File: config.mk
export PLATFORM = sky130hd
export DESIGN_NAME = insertion_sorter
export DESIGN_NICKNAME = d
export VERILOG_FILES = /design/src/rtl/sorter_pkg.sv /design/src/rtl/sort_ctrl.sv /design/src/rtl/sort_datapath.sv /design/src/rtl/insertion_sorter.sv
export SDC_FILE = /design/constraint.sdc
export NUM_CORES = 1
export LEC_CHECK = 0
export BUFFER_PORTS_ARGS = -buffer_cell sky130_fd_sc_hd__buf_4
export CAP_MARGIN = 30
export CORE_MARGIN = 2
export CORE_UTILIZATION = 55
export CTS_BUF_LIST = sky130_fd_sc_hd__clkbuf_16
export DETAILED_ROUTE_END_ITERATION = 12
export GPL_TIMING_DRIVEN = 0
export PLACE_DENSITY = 0.72
export SLEW_MARGIN = 5
export SYNTH_ARGS = -nofsm -noshare
export SYNTH_HDL_FRONTEND = slang
export SYNTH_HIERARCHICAL = 1
export SYNTH_SLANG_ARGS = --single-unit
export TNS_END_PERCENT = 20
File: constraint.sdc
create_clock -name clk -period 10.4 [get_ports clk]
set_input_delay 0 -clock clk [delete_from_list [all_inputs] [get_ports clk]]
set_output_delay 0 -clock clk [all_outputs]
set_load 0.01 [all_outputs]
File: src/rtl/sorter_pkg.sv
package sorter_pkg;
  typedef enum logic [1:0] {ST_IDLE, ST_RUN, ST_DONE} sortState_t;

  typedef struct packed {
    logic step;
    logic load;
  } sortCtl_t;
endpackage

File: src/rtl/sort_ctrl.sv
module sort_ctrl
  import sorter_pkg::*;
#(
  parameter int MAX_LEN = 16,
  parameter int IDX_W   = $clog2(MAX_LEN),
  parameter int LEN_W   = IDX_W + 1
) (
  input  logic             clk,
  input  logic             rst,
  input  logic             start,
  input  logic             wrEn,
  input  logic [LEN_W-1:0] lenIn,
  output sortCtl_t         ctl,
  output logic [IDX_W-1:0] outerIdx,
  output logic             busy,
  output logic             done
);
  sortState_t        state;
  logic [LEN_W-1:0]  lenReg;
  logic [LEN_W-1:0]  lenClamped;
  logic              lastStep;

  assign lenClamped = (lenIn > LEN_W'(MAX_LEN)) ? LEN_W'(MAX_LEN) : lenIn;
  assign lastStep   = ({1'b0, outerIdx} == (lenReg - LEN_W'(1)));

  always_ff @(posedge clk) begin
    if (rst) begin
      state    <= ST_IDLE;
      outerIdx <= IDX_W'(1);
      lenReg   <= '0;
    end else if (start) begin
      lenReg   <= lenClamped;
      outerIdx <= IDX_W'(1);
      state    <= (lenClamped < LEN_W'(2)) ? ST_DONE : ST_RUN;
    end else begin
      unique case (state)
        ST_RUN: begin
          if (lastStep) begin
            outerIdx <= IDX_W'(1);
            state    <= ST_DONE;
          end else begin
            outerIdx <= outerIdx + IDX_W'(1);
          end
        end
        ST_DONE: if (wrEn) state <= ST_IDLE;
        default: ;
      endcase
    end
  end

  always_comb begin
    ctl.step = (state == ST_RUN) && !start;
    ctl.load = wrEn && (state != ST_RUN) && !start;
  end

  assign busy = (state == ST_RUN);
  assign done = (state == ST_DONE);

  assert_idx_range_R3: assert property (@(posedge clk) disable iff (rst)
    busy |-> (outerIdx != '0) && ({1'b0, outerIdx} < lenReg));

  assert_wrap_done_R3: assert property (@(posedge clk) disable iff (rst)
    (busy && !start && lastStep) |=> (done && !busy && outerIdx == IDX_W'(1)));

  assert_done_hold_R8: assert property (@(posedge clk) disable iff (rst)
    (done && !start && !wrEn) |=> done);

  assert_short_len_R6: assert property (@(posedge clk) disable iff (rst)
    (start && lenClamped < LEN_W'(2)) |=> (done && !busy));
endmodule

File: src/rtl/sort_datapath.sv
module sort_datapath
  import sorter_pkg::*;
#(
  parameter int DATA_W  = 8,
  parameter int MAX_LEN = 16,
  parameter int IDX_W   = $clog2(MAX_LEN)
) (
  input  logic              clk,
  input  logic              rst,
  input  sortCtl_t          ctl,
  input  logic [IDX_W-1:0]  outerIdx,
  input  logic [IDX_W-1:0]  wrAddr,
  input  logic [DATA_W-1:0] wrData,
  input  logic [IDX_W-1:0]  rdAddr,
  output logic [DATA_W-1:0] rdData
);
  logic [DATA_W-1:0] entries [MAX_LEN];
  logic [DATA_W-1:0] stepNext [MAX_LEN];
  logic [DATA_W-1:0] key;
  logic [MAX_LEN-1:0] aheadOfKey;
  logic [IDX_W-1:0]  insPos;
  logic              wrInRange;
  logic              rdInRange;

  assign key       = entries[outerIdx];
  assign wrInRange = ({1'b0, wrAddr} < (IDX_W+1)'(MAX_LEN));
  assign rdInRange = ({1'b0, rdAddr} < (IDX_W+1)'(MAX_LEN));
  assign rdData    = rdInRange ? entries[rdAddr] : '0;

  // Entries in the ordered prefix that are not below the key stay in front.
  for (genvar k = 0; k < MAX_LEN; k++) begin : g_cmp
    assign aheadOfKey[k] = (IDX_W'(k) < outerIdx) && (entries[k] >= key);
  end

  always_comb begin
    insPos = '0;
    for (int k = 0; k < MAX_LEN; k++) begin
      insPos = insPos + IDX_W'(aheadOfKey[k]);
    end
  end

  for (genvar k = 0; k < MAX_LEN; k++) begin : g_next
    if (k == 0) begin : g_first
      assign stepNext[k] = (insPos == '0) ? key : entries[k];
    end else begin : g_rest
      always_comb begin
        if (IDX_W'(k) < insPos)        stepNext[k] = entries[k];
        else if (IDX_W'(k) == insPos)  stepNext[k] = key;
        else if (IDX_W'(k) <= outerIdx) stepNext[k] = entries[k-1];
        else                           stepNext[k] = entries[k];
      end
    end
  end

  always_ff @(posedge clk) begin
    if (rst) begin
      for (int k = 0; k < MAX_LEN; k++) entries[k] <= '0;
    end else if (ctl.step) begin
      for (int k = 0; k < MAX_LEN; k++) entries[k] <= stepNext[k];
    end else if (ctl.load && wrInRange) begin
      entries[wrAddr] <= wrData;
    end
  end

  assert_no_load_in_step_R7: assert property (@(posedge clk) disable iff (rst)
    !(ctl.load && ctl.step));

  for (genvar k = 0; k < MAX_LEN - 1; k++) begin : g_chk
    assert_prefix_sorted_R4: assert property (@(posedge clk) disable iff (rst)
      (ctl.step && (IDX_W'(k + 1) < outerIdx)) |-> (entries[k] >= entries[k+1]));
  end
endmodule

File: src/rtl/insertion_sorter.sv
module insertion_sorter
  import sorter_pkg::*;
#(
  parameter int DATA_W  = 8,
  parameter int MAX_LEN = 16,
  localparam int IDX_W  = $clog2(MAX_LEN),
  localparam int LEN_W  = IDX_W + 1
) (
  input  logic              clk,
  input  logic              rst,
  input  logic              wrEn,
  input  logic [IDX_W-1:0]  wrAddr,
  input  logic [DATA_W-1:0] wrData,
  input  logic [LEN_W-1:0]  lenIn,
  input  logic              start,
  input  logic [IDX_W-1:0]  rdAddr,
  output logic [DATA_W-1:0] rdData,
  output logic              busy,
  output logic              done
);
  sortCtl_t         ctl;
  logic [IDX_W-1:0] outerIdx;

  sort_ctrl #(.MAX_LEN(MAX_LEN), .IDX_W(IDX_W), .LEN_W(LEN_W)) u_ctrl (
    .clk(clk), .rst(rst), .start(start), .wrEn(wrEn), .lenIn(lenIn),
    .ctl(ctl), .outerIdx(outerIdx), .busy(busy), .done(done)
  );

  sort_datapath #(.DATA_W(DATA_W), .MAX_LEN(MAX_LEN), .IDX_W(IDX_W)) u_dp (
    .clk(clk), .rst(rst), .ctl(ctl), .outerIdx(outerIdx),
    .wrAddr(wrAddr), .wrData(wrData), .rdAddr(rdAddr), .rdData(rdData)
  );
endmodule

==> summary.txt, run 1 <==
Floorplan
  • Die area: 23530 sq um
  • I/O pin total: 35
  • Die Y: 153.4 microns
  • Die W: 153.4 microns
  • Cell row count: 54
  • Initial Util: 56.08%
  • Core ar.: 21890 sq um

Power
  • Psw: 0.5862 mW
  • Leakage power: 5.169 nW
  • Clock share of power: 34.1%
  • Share of total power in sequential cells: 39.5%
  • Peak VDD IR: 0.09882 mV
  • Int Pwr: 1.157 mW
  • PD cells: 128.3 nW/um^2
  • Gate power share: 26.3%
  • Switching Fraction: 33.62%

Yosys
  • Mapped Avg Cell Area: 11.36 sq um
  • Post-Syn Nets: 1240
  • Post-Synthesis Cells: 1081
  • Netlist cell types: 70
  • Synth warn: 6
  • Seq cells post-synth: 139
  • FFs w/ async S/R, synth: 0%
  • Register area share after synthesis: 33.10%
  • Ys flop type: edfxtp_1
  • Cell area after synthesis: 12280 sq um
  • Post-synth EDFFs: 128

Clock tree
  • Root Driver: clkbuf_16
  • Worst-path clk slew: 60 ps
  • Clock latency on the worst-skew pair: 440 ps
  • CTS tree: yes
  • Clk buf depth: 2
  • TritonCTS sink count: 139
  • Htree depth: 4
  • CTS Buf Count: 17

STA
  • Fmax: 0.1001 GHz
  • Clock skew: 17.20 ps
  • Post-route clock period utilization: 96.05%
  • Max Slew Vio Count: 0
  • RSZ-0062 raised after global routing: false
  • TNS Setup: 0 ps
  • Worst Tran Pin Value: 1041 ps
  • Clock period minus worst slack: 9989 ps
  • Rel. slew slack: 30.60%
  • Final setup vio count: 0
  • Final Hold Viols: 0
  • Worst hold slack: 21.03 ps

Critical path
  • Req. time, crit path: 10480 ps
  • CP startpoint: u_ctrl/outerIdx[1]$_SDFFE_PP0P_
  • Worst reg2reg startpoint: u_ctrl/outerIdx[1]$_SDFFE_PP0P_
  • Setup crit end kind: flip-flop
  • CP max-delay cell: clkbuf_1
  • Crit-path leading delay family: adder cells
  • CP startpoint kind: flip-flop
  • Crit-path most repeated cell: fa_1
  • Critical Path AT: 10070 ps
  • Max stage delay on crit path: 640 ps
  • Worst path bufs/invs: 7
  • Setup CP Type: flip-flop to flip-flop
  • Crit Path Max Fanout: 24

Global routing
  • First-pass GRT wire length: 71610 microns
  • Total grt overflow: 0
  • Pin count of the biggest net entering global routing: 25
  • GR Util All Layers: 41.70%
  • Vias in the first global route: 10560
  • Antenna violations before repair: 0

Finish
  • Layout cells sized above 1: 14.00%
  • Commonest non-fill, non-tap cell in the layout: edfxtp_1
  • Commonest non-fill, non-tap cells in the layout: edfxtp_1 (128), ha_1 (124), o21ai_0 (106), a32oi_1 (68), clkbuf_1 (60)
  • Synth-to-layout area growth: 10.65%
  • Final instance area: 13580 sq um
  • Nets: 1310
  • Post-layout util: 62.05%
  • # diodes: 0

Route
  • Drt drc: 0
  • Avg WL per Cell: 33.66 microns
  • DR iter-0 viols: 1915
  • Post-route ant nets: 0
  • 1st-pass router iterations: 6
  • Vias: 11320
  • Via-to-Cell Ratio: 7.839
  • Routed wire length: 48610 microns

Flow run
  • Maxcap violations: 0

Place
  • DP Area: 12900 sq um
  • Final Wtd Congestion: 1.092
  • Port Buf Inserts: 29
  • DP Wirelength: 36570 microns

Hold path
  • Hold/Removal Path Class: primary input to flip-flop
  • Hold path startpoint: wrData[5]

Status
  • Status: finished clean
sequential cells by signal, indices dropped and copies added, names as in the netlist:
register and flops:
u_ctrl/lenReg 5, u_dp/entries 128, u_ctrl/state 2, u_ctrl/outerIdx 4
repair_timing:
| action | 4_1_cts | 5_1_grt |
|---|---|---|
| endpoints found under the hold margin | 11 | 0 |
| setup endpoints to repair | 0 | 12 |
| resized for setup | 0 | 3 |
| hold buffers | 10 | 0 |
| setup buffers | 0 | 0 |
worst min-delay path: stages:
cell	delay, ps
buf_4	140
a32oi_1	100
o21ai_0	90
final timing paths:
kind,endpoint,slack [ps],depth (start not counted)
max,u_dp/entries[1][6]$_DFFE_PP_,410,25
min,u_dp/entries[4][5]$_DFFE_PP_,20,3
max reg2reg,u_dp/entries[1][6]$_DFFE_PP_,410,25
min reg2reg,u_ctrl/state[1]$_SDFFE_PP0P_,540,1
final cells by class:
class	count	area, sq um
fill	1835	8307
multi-input combinational	820	7659
sequential	139	4064
clock buffer	19	475.5
buffer	89	435.4
timing repair buffer	51	390.4
tap	280	350.3
inverter	33	123.9
clock inverter	13	86.33
cell usage after synthesis, types with 6 or more instances:
| library cell | number | area share, % |
|---|---|---|
| o211ai_1 | 11 | 0.67 |
| and2_1 | 7 | 0.36 |
| xor2_1 | 6 | 0.43 |
| nand3_1 | 27 | 1.1 |
| a221oi_4 | 7 | 1.5 |
| mux4_1 | 23 | 4.9 |
| a31oi_1 | 10 | 0.51 |
| a21oi_1 | 24 | 0.98 |
| o21ai_1 | 41 | 1.7 |
| ha_1 | 124 | 13 |
| a32oi_1 | 68 | 4.9 |
| edfxtp_1 | 128 | 31 |
| a21o_1 | 33 | 2.0 |
| o2111ai_1 | 15 | 1.1 |
| mux4_2 | 49 | 9.0 |
| inv_1 | 33 | 1.0 |
| and3_1 | 18 | 0.92 |
| nand2b_1 | 24 | 1.2 |
| nor2_1 | 18 | 0.55 |
| o211a_1 | 6 | 0.49 |
| nor2b_1 | 15 | 0.76 |
| a211oi_1 | 29 | 1.8 |
| a22o_1 | 8 | 0.57 |
| nand2_1 | 21 | 0.64 |
| o21ai_0 | 106 | 4.3 |
| a211o_1 | 6 | 0.43 |
| a22oi_1 | 40 | 2.4 |
| clkbuf_1 | 61 | 1.9 |
| dfxtp_1 | 11 | 1.8 |
| fa_1 | 10 | 1.6 |
| buf_2 | 12 | 0.49 |
| nor3_1 | 7 | 0.29 |
per-stage QoR:
stage                     setup slack [ps]  power [mW]  std cells
final                                411.1       1.744       1444
after global routing                 275.6       1.793       1444
after CTS                            343.5       1.720       1442
after detailed placement             364.9       1.132       1400
after global placement               273.4       1.119       1390
after floorplan                       2507      0.9602       1081
power by group through the flow:
stage	logic, mW	registers [mW]	clock network [mW]
2_1_floorplan	0.283	0.677	0
3_3_place_gp	0.423	0.696	0
3_5_place_dp	0.435	0.697	0
4_1_cts	0.442	0.685	0.593
5_1_grt	0.487	0.690	0.616
6_report	0.459	0.689	0.595
per-layer routing:
metal | vias to the layer above | track usage (%) | share of wire (%)
li1 | 4644 | - | -
met1 | 5481 | 57.87 | 38
met2 | 1003 | 61.48 | 43
met3 | 192 | 11.40 | 14
met4 | 0 | 18.61 | 5.7
met5 | - | 0 | 0
logic make-up after synthesis:
kind of cell             count (synthesis)  share of synthesized area [%]
buffers and inverters                  122                          4.545
XOR/XNOR                                11                         0.9072
adder cells (fa/ha/maj)                134                          14.27
multiplexers                            76                          14.24
flip-flops                             139                          33.10
AO/OA/AOI/OAI                          436                          25.43
AND/OR/NAND/NOR                        163                          7.511
(Power assumes the default switching activity.)
==> inputs of run 2 (changes only) <==
Settings changed: PLACE_DENSITY 0.72 to 0.71.
==> run 2 against run 1 <==
Net effect: combinational power about the same; wire length increased by 0.63%; sequential power about the same; hold slack about the same; largest power group unchanged.
==> summary.txt, run 2 (synthesized netlist as in run 1, its figures left out) <==
Floorplan
  • Die Y: 153.4 microns
  • I/O pin total: 35
  • Core ar.: 21890 sq um
  • Die W: 153.4 microns
  • Cell row count: 54
  • Initial Util: 56.08%
  • Die area: 23530 sq um

Global routing
  • Vias in the first global route: 10630
  • First-pass GRT wire length: 70590 microns
  • Pin count of the biggest net entering global routing: 25
  • GR Util All Layers: 41.35%
  • Antenna violations before repair: 2
  • Total grt overflow: 0

Critical path
  • Worst path bufs/invs: 7
  • Crit-path leading delay family: adder cells
  • Crit-path most repeated cell: fa_1
  • CP max-delay cell: a221oi_4
  • Critical Path AT: 10330 ps
  • Setup CP Type: flip-flop to flip-flop
  • Max stage delay on crit path: 800 ps
  • Req. time, crit path: 10470 ps
  • Setup crit end kind: flip-flop
  • Critical-path cell list: clkbuf_1 > clkbuf_1 > mux4_1 > a221oi_4 > buf_6 > ha_1 > a21o_1 > a211oi_1 > o21ai_0 > o211ai_1 > fa_1 > fa_1 > fa_1 > inv_1 > fa_1 > fa_1 > inv_1 > fa_1 > clkbuf_1 > and2_1 > clkbuf_1 > a31oi_1 > a21oi_2
  • CP startpoint kind: flip-flop
  • Crit Path Max Fanout: 24

STA
  • Clock period minus worst slack: 10260 ps
  • Final setup vio count: 0
  • Fmax: 0.09751 GHz
  • Final Hold Viols: 0
  • Post-route clock period utilization: 98.61%
  • Rel. slew slack: 31.92%
  • Worst Tran Pin Value: 1016 ps
  • Max Slew Vio Count: 0
  • RSZ-0062 raised after global routing: false
  • TNS Setup: 0 ps
  • Clock skew: 12.61 ps

Power
  • PD cells: 129.9 nW/um^2
  • Int Pwr: 1.176 mW
  • Leakage power: 5.151 nW
  • Psw: 0.5921 mW
  • Peak VDD IR: 0.1137 mV
  • Switching Fraction: 33.48%
  • Share of total power in sequential cells: 39.0%
  • Clock share of power: 34.8%
  • Gate power share: 26.1%

Finish
  • Biggest register: u_dp/entries
  • Final instance area: 13610 sq um
  • Layout cells sized above 1: 13.82%
  • Max reg flops: 128
  • Regs by FF count: u_dp/entries: 128 flops, u_ctrl/lenReg: 5 flops, u_ctrl/outerIdx: 4 flops
  • Nets: 1311
  • Fill cell count: 1797
  • Commonest non-fill, non-tap cells in the layout: edfxtp_1 (128), ha_1 (124), o21ai_0 (106), a32oi_1 (68), clkbuf_1 (60)
  • Commonest non-fill, non-tap cell in the layout: edfxtp_1
  • Synth-to-layout area growth: 10.87%
  • # diodes: 0
  • Non-Filler Instances: 1445

Route
  • Routed wire length: 48910 microns
  • DR iter-0 viols: 1799
  • Vias: 11250
  • Via-to-Cell Ratio: 7.785
  • Post-route ant nets: 0
  • Drt drc: 0
  • 1st-pass router iterations: 8
  • Avg WL per Cell: 33.85 microns

Status
  • Status: finished clean

Clock tree
  • Htree depth: 4
  • Root Driver: clkbuf_16
  • Clk buf depth: 2
  • Postcts setup bufs: 0
  • CTS Buf Count: 17
  • Clock latency on the worst-skew pair: 440 ps
  • CTS tree: yes
  • Worst-path clk slew: 60 ps
  • TritonCTS sink count: 139

Place
  • Port Buf Inserts: 29
  • Final Wtd Congestion: 1.048
  • Cells after DPL: 1399
  • DP Wirelength: 36420 microns
  • DP Area: 12890 sq um

Hold path
  • Hold/Removal Path Class: primary input to flip-flop

Flow run
  • Maxcap violations: 0
[run 2: final cells by class]
class                           instances  area, sq um  area share (%)
Timing Repair Buffer                   52        402.9           2.960
Multi-Input combinational cell        820         7659           56.26
Clock inverter                         15        151.4           1.112
Buffer                                 89        435.4           3.199
Clock buffer                           17        425.4           3.125
Inverter                               33        123.9          0.9100
Sequential cell                       139         4064           29.86
Tap cell                              280        350.3           2.574
[run 2: through the flow]
stage	hold WS, ps	power, mW	util [%]	setup slack, ps
6_report	21.24	1.768	62.18	145.0
5_1_grt	53.00	1.818	62.18	95.04
4_1_cts	1.766	1.745	62.07	145.1
3_5_place_dp	300.9	1.135	58.88	181.3
3_3_place_gp	296.5	1.120	58.68	68.24
2_1_floorplan	106.3	0.9602	-	2507
[run 2: power by group through the flow]
stage	sequential (mW)	clock (mW)	combinational (mW)
after floorplan	0.677	0	0.283
after global placement	0.696	0	0.424
after detailed placement	0.697	0	0.437
after CTS	0.686	0.615	0.444
after global routing	0.690	0.640	0.488
final	0.690	0.616	0.462
[run 2: worst reg2reg max path, cell delays in order (launching register included)]
cell and delay (ps):
dfxtp_1 420, clkbuf_1 640, clkbuf_1 700, mux4_1 510, a221oi_4 800, buf_6 390, ha_1 320, a21o_1 170
a211oi_1 250, o21ai_0 180, o211ai_1 270, fa_1 560, fa_1 530, fa_1 560, inv_1 80, fa_1 580
fa_1 220, inv_1 70, fa_1 470, clkbuf_1 510, and2_1 220, clkbuf_1 440, a31oi_1 450, a21oi_2 550
[run 2: final timing paths]
kind	to	cells after the start	startpoint	slack [ps]
setup / recovery	u_dp/entries[5][4]$_DFFE_PP_	23	u_ctrl/outerIdx[1]$_SDFFE_PP0P_	140
hold / removal	u_ctrl/state[0]$_SDFFE_PP0P_	3	start	20
setup reg to reg	u_dp/entries[5][4]$_DFFE_PP_	23	u_ctrl/outerIdx[1]$_SDFFE_PP0P_	140
hold reg to reg	u_ctrl/state[1]$_SDFFE_PP0P_	1	u_ctrl/state[1]$_SDFFE_PP0P_	500
[run 2: timing repair]
action | 4_1_cts | 5_1_grt
hold endpoints to repair | 13 | 0
hold buffers | 12 | 0
endpoints found under the setup margin | 0 | 15
resized for setup | 0 | 3
[run 2: layer usage]
metal  vias up  track usage [%]  routed length, microns
li1       4649                -                       -
met1      5432            56.07                   18370
met2       941            59.57                   20500
met3       224            12.31                    6650
met4         4            22.89                    3363
met5         -                0                      23
